$ cat src/rtl/swl_pkg.sv
package swl_pkg;
  localparam int unsigned NUM_STROBE = 4;
  // Index order: 0 start_a, 1 xfer_a, 2 start_b, 3 xfer_b
  localparam int unsigned STROBE_POS [NUM_STROBE] = '{0, 1, 4, 5};
  localparam int unsigned IDX_START_A = 0;
  localparam int unsigned IDX_XFER_A  = 1;
  localparam int unsigned IDX_START_B = 2;
  localparam int unsigned IDX_XFER_B  = 3;
endpackage

$ cat src/rtl/swl_addr_match.sv
module swl_addr_match #(
  parameter int unsigned ADDR_W = 4
) (
  input  logic [ADDR_W-1:0] bus_addr,
  input  logic [ADDR_W-1:0] own_addr,
  output logic              hit
);
  always_comb hit = (bus_addr == own_addr);
endmodule

$ cat src/rtl/swl_state_reg.sv
module swl_state_reg #(
  parameter int unsigned   DATA_W      = 12,
  parameter logic [DATA_W-1:0] IGNORE_MASK = '0
) (
  input  logic              clk,
  input  logic              rst,
  input  logic              load,
  input  logic [DATA_W-1:0] d,
  output logic [DATA_W-1:0] q
);
  localparam logic [DATA_W-1:0] KEEP = ~IGNORE_MASK;

  always_ff @(posedge clk) begin
    if (rst)       q <= '0;
    else if (load) q <= d & KEEP;
  end
endmodule

$ cat src/rtl/swl_edge_gen.sv
module swl_edge_gen #(
  parameter int unsigned N = 4
) (
  input  logic         clk,
  input  logic         rst,
  input  logic         load,
  input  logic [N-1:0] cur,
  input  logic [N-1:0] nxt,
  output logic [N-1:0] pulse
);
  always_ff @(posedge clk) begin
    if (rst)       pulse <= '0;
    else if (load) pulse <= nxt & ~cur;
    else           pulse <= '0;
  end
endmodule

$ cat src/rtl/swl_latch.sv
module swl_latch
  import swl_pkg::*;
#(
  parameter int unsigned       DATA_W      = 12,
  parameter int unsigned       ADDR_W      = 4,
  parameter logic [DATA_W-1:0] IGNORE_MASK = 12'h0CC
) (
  input  logic                  clk,
  input  logic                  rst,
  input  logic                  wr_stb,
  input  logic [ADDR_W-1:0]     wr_addr,
  input  logic [DATA_W-1:0]     wr_data,
  input  logic [ADDR_W-1:0]     jumper_addr,
  output logic [DATA_W-1:0]     sw_state,
  output logic                  start_a,
  output logic                  xfer_a,
  output logic                  start_b,
  output logic                  xfer_b,
  output logic [NUM_STROBE-1:0] ctl_rise
);
  logic                  hit;
  logic                  load;
  logic [DATA_W-1:0]     data_kept;
  logic [NUM_STROBE-1:0] strb_cur;
  logic [NUM_STROBE-1:0] strb_nxt;

  swl_addr_match #(.ADDR_W(ADDR_W)) u_match (
    .bus_addr (wr_addr),
    .own_addr (jumper_addr),
    .hit      (hit)
  );

  always_comb begin
    load      = wr_stb & hit;
    data_kept = wr_data & ~IGNORE_MASK;
  end

  swl_state_reg #(.DATA_W(DATA_W), .IGNORE_MASK(IGNORE_MASK)) u_state (
    .clk  (clk),
    .rst  (rst),
    .load (load),
    .d    (wr_data),
    .q    (sw_state)
  );

  for (genvar k = 0; k < NUM_STROBE; k++) begin : g_pick
    assign strb_cur[k] = sw_state[STROBE_POS[k]];
    assign strb_nxt[k] = data_kept[STROBE_POS[k]];
  end

  swl_edge_gen #(.N(NUM_STROBE)) u_edge (
    .clk   (clk),
    .rst   (rst),
    .load  (load),
    .cur   (strb_cur),
    .nxt   (strb_nxt),
    .pulse (ctl_rise)
  );

  always_comb begin
    start_a = strb_cur[IDX_START_A];
    xfer_a  = strb_cur[IDX_XFER_A];
    start_b = strb_cur[IDX_START_B];
    xfer_b  = strb_cur[IDX_XFER_B];
  end
endmodule

$ cat config.mk
export PLATFORM = sky130hd
export DESIGN_NAME = swl_latch
export DESIGN_NICKNAME = d
export VERILOG_FILES = /design/src/rtl/swl_pkg.sv /design/src/rtl/swl_addr_match.sv /design/src/rtl/swl_state_reg.sv /design/src/rtl/swl_edge_gen.sv /design/src/rtl/swl_latch.sv
export SDC_FILE = /design/constraint.sdc
export NUM_CORES = 1
export LEC_CHECK = 0
export ABC_CLOCK_PERIOD_IN_PS = 1300
export CORE_MARGIN = 1
export CORE_UTILIZATION = 33
export DETAILED_ROUTE_END_ITERATION = 16
export MAX_ROUTING_LAYER = met4
export PLACE_DENSITY_LB_ADDON = 0.15
export SYNTH_ARGS = -nofsm -noshare
export SYNTH_HDL_FRONTEND = slang
export SYNTH_SLANG_ARGS = --single-unit
$ cat constraint.sdc
create_clock -name clk -period 1.3 [get_ports clk]
set_input_delay 0.13 -clock clk [delete_from_list [all_inputs] [get_ports clk]]
set_output_delay 0.13 -clock clk [all_outputs]
set_load 0.01 [all_outputs]
==> metrics.yaml <==
status: "completed"
cts.path.max_buffers: 2
peakVddDrop_uv: 577
slew_violations: 0
drt_iter0_markers: 4
seqCellArea_um2: 240
io_pins: 43
dieWidth_um: 44.8
initial_utilization: 0.350
root_buffer: "clkbuf_4"
worstPathRequired_ns: 1.17
clk_pin_slew_ns: 0.07
yosysTopAreaCell: "dfxtp_1"
viasPerCell: 4.02
synth_cell_type_count: 12
p_leak_nw: 0.451
area_growth_pct: 58.4
grt_first_pass_wirelength_um: 1660
fillers: 177
cpPeakStageDelay_ns: 0.53
ys_seq_area_frac: 0.398
path_delay_family: "buffers and inverters"
critical_path_arrival_ns: 1.13
crit_fanout: 2
critical_path_class: "register to output pin"
io_buffers: 34
drc: 0
setup_viol: 0
antenna_found_initial: 0
routed_wirelength_um: 1030
finalHoldViolCount: 0
coreArea_um2: 1730
synthTopCellsByArea: "dfxtp_1, nand2b_1, mux2i_1, buf_4, and4bb_1"
drive_above_1_share: 0.0778
fin_crit_ns: 1.26
nNetsFinal: 114
synth-seq-cells: 12
dieArea_um2: 2010
max_freq_ghz: 0.797
drtPass1Iterations: 4
synth_top_cell_area_share: 0.398
mappedNetlistArea_um2: 604
drv_cap: 0
h-tree-depth: 1
cts_tree: "built"
fin_crit_sh: 0.966
dp_hpwl_um: 765
postRouteAntennaNets: 0
start_kind: "register"
diodes: 0
wl_per_cell_um: 8.97
syn_inst: 58
die_h_um: 44.8
post_cts_buffers: 0
grt_max_degree: 21
track_usage: 0.122
first_global_vias: 395
crit_slowest_cell: "clkdlybuf4s50_1"
hold_class: "input port to register"
clock_skew_ns: 0.00228
avgSynthCellArea_um2: 10.4
grt.overflow.total: 0
gp_congestion: 0.602
power.total_uw: 790
rsz0062_at_grt: "false"
fin_util: 0.554
clock_latency_ns: 0.27
vias: 462
worst_setup_path_end_kind: "output pin"
power_density_nw_per_um2: 825
crit_chain: "clkdlybuf4s50_1"
yosysWarningCount: 0
cts_made_buffers: 3
critPathBufInv: 1
rows: 15
multi_input_area_um2: 297
cts.sinks: 12
timing repair:
action	CTS	global route
pin swaps	0	0
endpoints found under the setup margin	8	3
resized for setup	8	3
hold buffers	0	0
report_power, final:
group	total [mW]	leakage (nW)	switching, mW	internal, mW
Sequential	0.377	0.0968	0.00338	0.373
Combinational	0.127	0.333	0.0429	0.0836
Clock	0.287	0.0210	0.117	0.170
Total	0.790	0.451	0.163	0.627
per-layer routing:
| metal | part of all wire | track usage | wire, µm |
|---|---|---|---|
| met1 | 0.43 | 0.134 | 446 |
| met2 | 0.46 | 0.179 | 472 |
| met3 | 0.10 | 0.0800 | 106 |
| met4 | 0.0058 | 0.0364 | 6 |
| met5 | 0 | - | 0 |
Yosys cell counts:
library cell	n
buf_6	1
nand2b_1	16
nor4_2	1
nand2_1	1
xnor2_1	1
buf_4	8
clkbuf_1	2
conb_1	1
mux2i_1	8
xor2_1	3
dfxtp_1	12
and4bb_1	4
path summary, 6_finish.rpt:
kind                 start  slack, ns  depth (start not counted)              end
max          u_state.q[10]       0.04                          1     sw_state[10]
min             wr_data[9]       0.43                          3     u_state.q[9]
min reg2reg   u_state.q[9]       0.48                          2     u_state.q[9]
max reg2reg   u_state.q[0]       0.64                          1  u_edge.pulse[0]
kinds of logic (layout without fill, tap and decap cells):
family | after synthesis | in the layout | synth area share
and+or+nand+nor | 22 | 22 | 0.275
DFF | 12 | 12 | 0.398
buffers and inverters | 11 | 40 | 0.130
muxes | 8 | 8 | 0.133
xor gates and xnor gates | 4 | 4 | 0.0580
other | 1 | 4 | 0.00621
registers in the layout (all words and copies together) (netlist names):
signal,cells
u_state.q,8
u_edge.pulse,4
cell type report:
| cell class | count | area share |
|---|---|---|
| Sequential cell | 12 | 0.251 |
| Clock buffer | 4 | 0.0379 |
| Tap cell | 25 | 0.0327 |
| Timing Repair Buffer | 36 | 0.369 |
| Multi-Input combinational cell | 38 | 0.310 |
cells in the final DEF (no fill, tap or decap):
master	n
dlymetal6s2s_1	3
nor4_2	1
dlygate4sd2_1	8
mux2i_1	8
and4bb_1	4
dfxtp_1	12
xnor2_1	1
conb_1	4
xor2_1	3
buf_4	2
clkdlybuf4s50_1	23
clkbuf_4	3
nand2b_1	16
nand2_1	1
clkbuf_8	1
metrics by stage:
| step | instance area (µm²) | setup TNS, ns | hold slack [ns] | instances | setup WS, ns |
|---|---|---|---|---|---|
| after global routing | 957 | 0 | 0.445 | 115 | 0.000931 |
| after detailed placement | 923 | -2.25 | 0.471 | 111 | -0.197 |
| final | 957 | 0 | 0.429 | 115 | 0.0447 |
| after CTS | 950 | 0 | 0.418 | 115 | 0.00195 |
| after floorplan | 616 | 0 | 0.285 | 61 | 0.256 |
| after global placement | 923 | -2.15 | 0.460 | 111 | -0.191 |
No activity file was read; power rests on OpenSTA's default activity.
